<file path="src/rtl/rtc_tk_pkg.sv">
// Package: shared constants and register decode for the real-time counter.
// Assumes byte addressing with 32-bit registers at word-aligned offsets.
package rtc_tk_pkg;

    localparam int DATA_W = 32;
    localparam int ADDR_W = 8;

    localparam logic [ADDR_W-1:0] OFS_BUSY   = 8'h04;
    localparam logic [ADDR_W-1:0] OFS_SEC    = 8'h08;
    localparam logic [ADDR_W-1:0] OFS_SHADOW = 8'h0C;
    localparam logic [ADDR_W-1:0] OFS_MSEC   = 8'h10;

    typedef enum logic [2:0] {
        RSEL_NONE,
        RSEL_BUSY,
        RSEL_SEC,
        RSEL_SHADOW,
        RSEL_MSEC
    } reg_sel_e;

    // Maps a byte address onto the register it selects.
    function automatic reg_sel_e decode_addr(input logic [ADDR_W-1:0] a);
        case (a)
            OFS_BUSY:   return RSEL_BUSY;
            OFS_SEC:    return RSEL_SEC;
            OFS_SHADOW: return RSEL_SHADOW;
            OFS_MSEC:   return RSEL_MSEC;
            default:    return RSEL_NONE;
        endcase
    endfunction

endpackage

</file>
<file path="src/rtl/rtc_tick_sync.sv">
// Module: brings the asynchronous slow clock into the bus domain and emits a
// one-cycle tick for each rising edge.
// Assumes the slow clock's high and low phases each last at least
// SYNC_STAGES+1 bus cycles.
module rtc_tick_sync #(
    parameter int SYNC_STAGES = 2
) (
    input  logic clk,
    input  logic rst_n,
    input  logic slow_i,
    output logic tick_o
);

    logic [SYNC_STAGES-1:0] sync_q;
    logic                   prev_q;

    // Shift the slow level through the synchronizer; remember the last stage.
    always_ff @(posedge clk) begin
        if (!rst_n) begin
            sync_q <= '0;
            prev_q <= 1'b0;
        end else begin
            sync_q <= {sync_q[SYNC_STAGES-2:0], slow_i};
            prev_q <= sync_q[SYNC_STAGES-1];
        end
    end

    // Rising-edge detect on the synchronized level.
    always_comb tick_o = sync_q[SYNC_STAGES-1] & ~prev_q;

endmodule

</file>
<file path="src/rtl/rtc_time_core.sv">
// Module: live time counters. A fractional accumulator converts slow ticks into
// millisecond steps; a millisecond wrap carries into the seconds count.
// Assumes MS_PER_SEC < TICKS_PER_SEC, so one tick gives at most one step.
// A seconds load takes priority over a carry in the same cycle.
module rtc_time_core #(
    parameter int TICKS_PER_SEC = 32768,
    parameter int MS_PER_SEC    = 1000,
    parameter int SEC_W         = 32,
    parameter int MS_W          = $clog2(MS_PER_SEC)
) (
    input  logic             clk,
    input  logic             rst_n,
    input  logic             tick_i,
    input  logic             load_i,
    input  logic [SEC_W-1:0] load_val_i,
    output logic [SEC_W-1:0] sec_o,
    output logic [MS_W-1:0]  ms_o
);

    localparam int ACC_W = $clog2(TICKS_PER_SEC + MS_PER_SEC) + 1;
    localparam logic [ACC_W-1:0] ACC_ADD  = ACC_W'(MS_PER_SEC);
    localparam logic [ACC_W-1:0] ACC_MOD  = ACC_W'(TICKS_PER_SEC);
    localparam logic [MS_W-1:0]  MS_LAST  = MS_W'(MS_PER_SEC - 1);

    logic [ACC_W-1:0] acc_q;
    logic [ACC_W-1:0] acc_sum;
    logic [ACC_W-1:0] acc_nxt;
    logic             ms_step;
    logic             ms_wrap;
    logic [MS_W-1:0]  ms_q;
    logic [SEC_W-1:0] sec_q;

    // Next accumulator value and whether this tick yields a millisecond.
    always_comb begin
        acc_sum = acc_q + ACC_ADD;
        ms_step = (acc_sum >= ACC_MOD);
        acc_nxt = ms_step ? (acc_sum - ACC_MOD) : acc_sum;
        ms_wrap = ms_step && (ms_q == MS_LAST);
    end

    // Advance accumulator and milliseconds on each tick.
    always_ff @(posedge clk) begin
        if (!rst_n) begin
            acc_q <= '0;
            ms_q  <= '0;
        end else if (tick_i) begin
            acc_q <= acc_nxt;
            if (ms_wrap)
                ms_q <= '0;
            else if (ms_step)
                ms_q <= ms_q + 1'b1;
        end
    end

    // Seconds: software load first, then carry from a millisecond wrap.
    always_ff @(posedge clk) begin
        if (!rst_n)
            sec_q <= '0;
        else if (load_i)
            sec_q <= load_val_i;
        else if (tick_i && ms_wrap)
            sec_q <= sec_q + 1'b1;
    end

    assign sec_o = sec_q;
    assign ms_o  = ms_q;

endmodule

</file>
<file path="src/rtl/rtc_publisher.sv">
// Module: schedules the periodic copy of the live time into the bus-visible
// registers, drives the busy flag and arbitrates seconds writes against it.
// Assumes a copy finishes before the next COPY_DIV-th tick; a start that
// arrives while busy is dropped.
module rtc_publisher #(
    parameter int COPY_DIV    = 8,
    parameter int BUSY_CYCLES = 4,
    parameter int SEC_W       = 32,
    parameter int MS_W        = 10
) (
    input  logic             clk,
    input  logic             rst_n,
    input  logic             tick_i,
    input  logic [SEC_W-1:0] core_sec_i,
    input  logic [MS_W-1:0]  core_ms_i,
    input  logic             wr_sec_i,
    input  logic [SEC_W-1:0] wr_data_i,
    output logic             busy_o,
    output logic [SEC_W-1:0] pub_sec_o,
    output logic [MS_W-1:0]  pub_ms_o,
    output logic             load_o,
    output logic [SEC_W-1:0] load_val_o
);

    localparam int PH_W = (COPY_DIV > 1) ? $clog2(COPY_DIV) : 1;
    localparam int BC_W = $clog2(BUSY_CYCLES + 1);
    localparam logic [PH_W-1:0] PH_LAST  = PH_W'(COPY_DIV - 1);
    localparam logic [BC_W-1:0] BC_START = BC_W'(BUSY_CYCLES - 1);

    logic [PH_W-1:0]  phase_q;
    logic [BC_W-1:0]  cnt_q;
    logic             busy_q;
    logic             pend_q;
    logic [SEC_W-1:0] pend_val_q;
    logic [SEC_W-1:0] pub_sec_q;
    logic [MS_W-1:0]  pub_ms_q;
    logic             start;
    logic             done;

    // Copy boundary and copy completion for this cycle.
    always_comb begin
        start = tick_i && (phase_q == PH_LAST);
        done  = busy_q && (cnt_q == '0);
    end

    // Seconds load: immediate when idle or at completion, else the held value.
    always_comb begin
        if (wr_sec_i) begin
            load_o     = !busy_q || done;
            load_val_o = wr_data_i;
        end else begin
            load_o     = done && pend_q;
            load_val_o = pend_val_q;
        end
    end

    // Count slow ticks modulo COPY_DIV from reset.
    always_ff @(posedge clk) begin
        if (!rst_n)
            phase_q <= '0;
        else if (tick_i)
            phase_q <= (phase_q == PH_LAST) ? '0 : phase_q + 1'b1;
    end

    // Busy window: BUSY_CYCLES bus cycles starting after a copy boundary.
    always_ff @(posedge clk) begin
        if (!rst_n) begin
            busy_q <= 1'b0;
            cnt_q  <= '0;
        end else if (busy_q) begin
            if (done)
                busy_q <= 1'b0;
            else
                cnt_q <= cnt_q - 1'b1;
        end else if (start) begin
            busy_q <= 1'b1;
            cnt_q  <= BC_START;
        end
    end

    // Hold a seconds write that lands inside the busy window.
    always_ff @(posedge clk) begin
        if (!rst_n) begin
            pend_q     <= 1'b0;
            pend_val_q <= '0;
        end else if (done) begin
            pend_q <= 1'b0;
        end else if (busy_q && wr_sec_i) begin
            pend_q     <= 1'b1;
            pend_val_q <= wr_data_i;
        end
    end

    // Published registers: load from software, or copy live time at completion.
    always_ff @(posedge clk) begin
        if (!rst_n) begin
            pub_sec_q <= '0;
            pub_ms_q  <= '0;
        end else begin
            if (load_o)
                pub_sec_q <= load_val_o;
            else if (done)
                pub_sec_q <= core_sec_i;
            if (done)
                pub_ms_q <= core_ms_i;
        end
    end

    assign busy_o    = busy_q;
    assign pub_sec_o = pub_sec_q;
    assign pub_ms_o  = pub_ms_q;

endmodule

</file>
<file path="src/rtl/rtc_shadow_timekeeper.sv">
// Module: top of the real-time counter. Ties the slow-clock synchronizer, the
// live counters and the copy scheduler to a simple register port. A
// milliseconds read latches the published seconds into the shadow register.
// Assumes single-cycle accesses; read data is combinational.
module rtc_shadow_timekeeper #(
    parameter int TICKS_PER_SEC = 32768,
    parameter int MS_PER_SEC    = 1000,
    parameter int COPY_DIV      = 8,
    parameter int BUSY_CYCLES   = 4,
    parameter int SYNC_STAGES   = 2
) (
    input  logic                             clk,
    input  logic                             rst_n,
    input  logic                             slow_clk_i,
    input  logic                             bus_sel_i,
    input  logic                             bus_we_i,
    input  logic [rtc_tk_pkg::ADDR_W-1:0]    bus_addr_i,
    input  logic [rtc_tk_pkg::DATA_W-1:0]    bus_wdata_i,
    output logic [rtc_tk_pkg::DATA_W-1:0]    bus_rdata_o
);

    import rtc_tk_pkg::*;

    localparam int SEC_W = DATA_W;
    localparam int MS_W  = $clog2(MS_PER_SEC);

    logic             tick;
    logic             busy;
    logic             load;
    logic [SEC_W-1:0] load_val;
    logic [SEC_W-1:0] core_sec;
    logic [MS_W-1:0]  core_ms;
    logic [SEC_W-1:0] pub_sec;
    logic [MS_W-1:0]  pub_ms;
    logic [SEC_W-1:0] shadow_q;
    reg_sel_e         rsel;
    logic             wr_sec;
    logic             rd_ms;

    rtc_tick_sync #(
        .SYNC_STAGES(SYNC_STAGES)
    ) sync_i (
        .clk    (clk),
        .rst_n  (rst_n),
        .slow_i (slow_clk_i),
        .tick_o (tick)
    );

    rtc_time_core #(
        .TICKS_PER_SEC(TICKS_PER_SEC),
        .MS_PER_SEC   (MS_PER_SEC),
        .SEC_W        (SEC_W),
        .MS_W         (MS_W)
    ) core_i (
        .clk        (clk),
        .rst_n      (rst_n),
        .tick_i     (tick),
        .load_i     (load),
        .load_val_i (load_val),
        .sec_o      (core_sec),
        .ms_o       (core_ms)
    );

    rtc_publisher #(
        .COPY_DIV   (COPY_DIV),
        .BUSY_CYCLES(BUSY_CYCLES),
        .SEC_W      (SEC_W),
        .MS_W       (MS_W)
    ) pub_i (
        .clk        (clk),
        .rst_n      (rst_n),
        .tick_i     (tick),
        .core_sec_i (core_sec),
        .core_ms_i  (core_ms),
        .wr_sec_i   (wr_sec),
        .wr_data_i  (bus_wdata_i),
        .busy_o     (busy),
        .pub_sec_o  (pub_sec),
        .pub_ms_o   (pub_ms),
        .load_o     (load),
        .load_val_o (load_val)
    );

    // Decode the access into a seconds write or a milliseconds read.
    always_comb begin
        rsel   = decode_addr(bus_addr_i);
        wr_sec = bus_sel_i && bus_we_i && (rsel == RSEL_SEC);
        rd_ms  = bus_sel_i && !bus_we_i && (rsel == RSEL_MSEC);
    end

    // Shadow seconds: capture the published seconds on a milliseconds read.
    always_ff @(posedge clk) begin
        if (!rst_n)
            shadow_q <= '0;
        else if (rd_ms)
            shadow_q <= pub_sec;
    end

    // Read data multiplexer.
    always_comb begin
        case (rsel)
            RSEL_BUSY:   bus_rdata_o = {{(DATA_W-1){1'b0}}, busy};
            RSEL_SEC:    bus_rdata_o = pub_sec;
            RSEL_SHADOW: bus_rdata_o = shadow_q;
            RSEL_MSEC:   bus_rdata_o = DATA_W'(pub_ms);
            default:     bus_rdata_o = '0;
        endcase
    end

endmodule

</file>
<file path="config.mk">
export PLATFORM = sky130hd
export DESIGN_NAME = rtc_shadow_timekeeper
export DESIGN_NICKNAME = d
export VERILOG_FILES = /design/src/rtl/rtc_tk_pkg.sv /design/src/rtl/rtc_tick_sync.sv /design/src/rtl/rtc_time_core.sv /design/src/rtl/rtc_publisher.sv /design/src/rtl/rtc_shadow_timekeeper.sv
export SDC_FILE = /design/constraint.sdc
export NUM_CORES = 1
export LEC_CHECK = 0
export BUFFER_PORTS_ARGS = -buffer_cell sky130_fd_sc_hd__buf_4
export CAP_MARGIN = 10
export CELL_PAD_IN_SITES_DETAIL_PLACEMENT = 1
export CELL_PAD_IN_SITES_GLOBAL_PLACEMENT = 1
export CORE_MARGIN = 5
export CORE_UTILIZATION = 47
export DETAILED_ROUTE_END_ITERATION = 8
export PLACE_DENSITY = 0.85
export RECOVER_POWER = 100
export SYNTH_ARGS = -nofsm -noshare
export SYNTH_HDL_FRONTEND = slang
export SYNTH_SLANG_ARGS = --single-unit
</file>
<file path="constraint.sdc">
create_clock -name clk -period 9.7 [get_ports clk]
set_clock_uncertainty 0.05 [all_clocks]
set_input_delay 1.94 -clock clk [delete_from_list [all_inputs] [get_ports clk]]
set_output_delay 1.94 -clock clk [all_outputs]
set_load 0.1 [all_outputs]
</file>
==> out/metrics.cfg <==
[run_status]
status=complete, but fails checks
failing_checks=max-capacitance violations, max-slew violations

[global_routing]
initial_antenna_violation_count=0
vias_in_the_first_global_route=8601
top_usage_layer=met2
globalRoute.totalOverflow=0
grt_util_all_layers_pct=26.42
grt_start_max_net_pins=71
grt_use_met2_pct=44.95
global_route_wire_length_before_repair_mm=44.06
grt_use_met3_pct=4.795
grt.met1_usage_pct=34.79

[finish]
multiInputGateArea_sq_um=4556
nets=1204
syn2layout_area_growth_pct=13.13
final_core_utilization_pct=53.54
layout-drive-gt1-share_pct=8.340
regArea_sq_um=3463
n_antenna_cell=0
final-instance-count-excl-fill=1392
fillers=2260

[floorplan]
row_count=49
total_die_area_sq_um=20740
vert_die_dim_um=144.0
floorplan.initialDensity_pct=47.32
die_width_um=144.0
coreArea_sq_um=17840
ioPinCount=77

[yosys]
synth-warning-count=0
synth.top_cells.by_count=sky130_fd_sc_hd__nand2_1, sky130_fd_sc_hd__dfxtp_1, sky130_fd_sc_hd__a21oi_1
yosysMostFrequentCell=sky130_fd_sc_hd__nand2_1
postSynthAreaPerCell_sq_um=7.478
ys_ff_latch=173
synth.top_cell.area_share_pct=41.02
netlist_area_sq_um=8443
synth_unique_cells=58
ys_dominant_reg_cell=sky130_fd_sc_hd__dfxtp_1
synth.net_count=1183
ys_seq_area_share_pct=41.02
yosys.area.top_type=sky130_fd_sc_hd__dfxtp_1
synth.top_cells.by_area=sky130_fd_sc_hd__dfxtp_1, sky130_fd_sc_hd__nand2_1, sky130_fd_sc_hd__a21oi_1
synth_enable_flop_cells=0
synth-async-reset-ratio_pct=0
netlist_instances=1129

[sta]
fmax_mhz=137.7
timing.final.ws_setup_ns=2.439
setup_viol=0
grt_setup_unrepaired=no
timing_worst_slew_pin_value_ns=3.299
pins_over_slew_limit=264
setup_tns_ns=0
slew_headroom_pct=-120.0
final_period_util_pct=74.86
minimum_period_implied_by_the_final_worst_setup_slack_ns=7.261
hold_violations=0

[pwr]
seq_power_share_pct=49.3
power.share.switching_pct=24.49
pleak_nw=3.154
power_switching_w=0.0003558
ir_worst_vdd_uv=127.1
powerDensity_nw_per_um2=152.1
total_power_w=0.001453
power.internal_w=0.001097
clock_power_share_pct=47.1
power_frac_comb_pct=3.6

[critical_path]
end_kind=output port
worstPathArrival_ns=5.27
critical_path.reg2reg.endpoint=pub_i.pub_sec_o[7]
critical_register_to_register_path_startpoint=pub_i.cnt_q[0]
r2r_setup_slack_ns=4.39
start_kind=input port
rr_worst_depth=8
worst_ep_required_time_ns=7.71
cpPeakStageDelay_ns=1.40
crit_path_cell_trace=buf_4, or4_1, nor4_1, a222oi_1, inv_1, clkbuf_1
largest_fanout_on_the_critical_path=12
critical_path_top_delay_cell=sky130_fd_sc_hd__nor4_1
timing.setup.critical_path_class=input port to output port

[routing]
drt_pre_antenna_iters=5
vias=8398
routed_wl_mm=26.83
drc=0
ant_nets=0
detail_route.wl_per_cell_um=19.28
detailedRoute.firstIterationViolations=538
routed_vias_inst=6.033

[clock_tree]
tritoncts.num_buffers=17
cts_max_path_buffers=2
clk-insertion-delay-late_ns=0.44
postCtsSetupBuffers=0
tritoncts=done
ctsHoldBuffers=0
cts_htree_levels=4
postCtsResizedCells=0
cts_root_buf=sky130_fd_sc_hd__clkbuf_16
clock_sinks=173
worst_setup_hold_path_clk_slew_ns=0.07

[min_path]
worstHoldStart=pub_i.pend_val_q[4]
hp-class=flip-flop to flip-flop
worstHoldEndpoint=pub_i.pend_val_q[4]
timing.hold.worst_path_depth=2

[place]
place_hpwl_mm=17.92
placement.io_buffers=76
routabilityCongestion=0.8526
detailedPlace.worstSlack_ns=3.226
place.detailed.instances=1358

[flow_run]
max_cap_viol_count=6

==> registers in the layout, indices dropped and copies added (netlist names) <==
| name | count |
|---|---|
| core_i.sec_o | 32 |
| pub_i.pend_val_q | 32 |
| pub_i.pub_sec_o | 32 |
| shadow_q | 32 |
| core_i.acc_q | 14 |
| core_i.ms_o | 10 |
| pub_i.pub_ms_o | 10 |
| pub_i.cnt_q | 3 |
| pub_i.phase_q | 3 |
| sync_i.sync_q | 2 |
| pub_i.busy_o | 1 |
| pub_i.pend_q | 1 |
| sync_i.prev_q | 1 |
==> critical path, delay by kind of cell <==
family	cells	cell delay (ns)
AO/OA/AOI/OAI	1	0.26
buffers and inverters	3	1.11
AND/OR/NAND/NOR	2	1.95
==> layout make-up <==
type                       count  share of cell area (%)
tap                          229                   3.000
sequential                   173                   36.26
timing repair buffer          90                   6.039
inverter                      24                  0.9431
clock inverter                15                   1.611
multi-input combinational    844                   47.69
clock buffer                  17                   4.454
==> routing by layer <==
| layer | up-vias | wire (um) |
|---|---|---|
| li1 | 4019 | - |
| met1 | 4150 | 12230 |
| met2 | 192 | 12850 |
| met3 | 37 | 1308 |
| met4 | 0 | 446 |
| met5 | - | 0 |
==> kinds of logic after synthesis <==
family | synth area share [%]
AND/OR/NAND/NOR | 28.90
AO/OA/AOI/OAI | 20.94
flip-flops | 41.02
buffers and inverters | 5.202
XOR/XNOR | 1.764
adder cells (fa/ha/maj) | 1.334
multiplexers | 0.8447
==> per-stage QoR <==
step / hold WS (ns) / cell area, sq um
6_report: 0.4024 / 9552
5_1_grt: 0.4270 / 9552
4_1_cts: 0.4052 / 9651
3_5_place_dp: 0.3959 / 9071
3_3_place_gp: 0.3672 / 9071
2_1_floorplan: 0.3619 / 8443
==> cell usage in the layout, fill, tap and decap left out, types with 7 or more instances in the layout <==
cell type,synthesis,layout
sky130_fd_sc_hd__nand2_1,285,284
sky130_fd_sc_hd__dfxtp_1,173,173
sky130_fd_sc_hd__a21oi_1,94,94
sky130_fd_sc_hd__nor2_1,88,87
sky130_fd_sc_hd__buf_4,0,51
sky130_fd_sc_hd__a31oi_1,42,42
sky130_fd_sc_hd__nor3_1,38,38
sky130_fd_sc_hd__clkbuf_1,69,37
sky130_fd_sc_hd__nand3_1,30,30
sky130_fd_sc_hd__o21ai_0,29,30
sky130_fd_sc_hd__inv_1,24,24
sky130_fd_sc_hd__a22o_1,22,22
sky130_fd_sc_hd__clkbuf_16,0,17
sky130_fd_sc_hd__or3_1,14,14
sky130_fd_sc_hd__or4_1,13,13
sky130_fd_sc_hd__nand4_1,12,12
sky130_fd_sc_hd__nor4_1,12,11
sky130_fd_sc_hd__a311oi_1,11,11
sky130_fd_sc_hd__a211oi_1,10,10
sky130_fd_sc_hd__and2_1,13,9
sky130_fd_sc_hd__a222oi_1,9,9
sky130_fd_sc_hd__xor2_1,9,9
sky130_fd_sc_hd__ha_1,9,9
sky130_fd_sc_hd__and3_1,8,8
sky130_fd_sc_hd__xnor2_1,8,8
sky130_fd_sc_hd__o311ai_0,7,7
sky130_fd_sc_hd__o31ai_1,7,7
==> power by group through the flow <==
stage	Clock [W]	Combinational (W)	Sequential (W)
floorplan	0	0.0000263	0.000732
global placement	0	0.0000517	0.000732
detailed placement	0	0.0000525	0.000733
CTS	0.000694	0.0000529	0.000716
global route	0.000729	0.0000575	0.000716
finish	0.000684	0.0000530	0.000716
==> worst max path at each step <==
stage | startpoint | to | slack (ns)
after floorplan | bus_addr_i[5] | bus_rdata_o[12] | 3.67
after global placement | bus_addr_i[5] | bus_rdata_o[20] | 3.35
after detailed placement | bus_addr_i[5] | bus_rdata_o[22] | 3.23
after CTS | bus_addr_i[5] | bus_rdata_o[22] | 3.21
after global routing | bus_addr_i[5] | bus_rdata_o[6] | 2.17
final | bus_addr_i[5] | bus_rdata_o[8] | 2.44
Power figures use the tool's default switching activity.
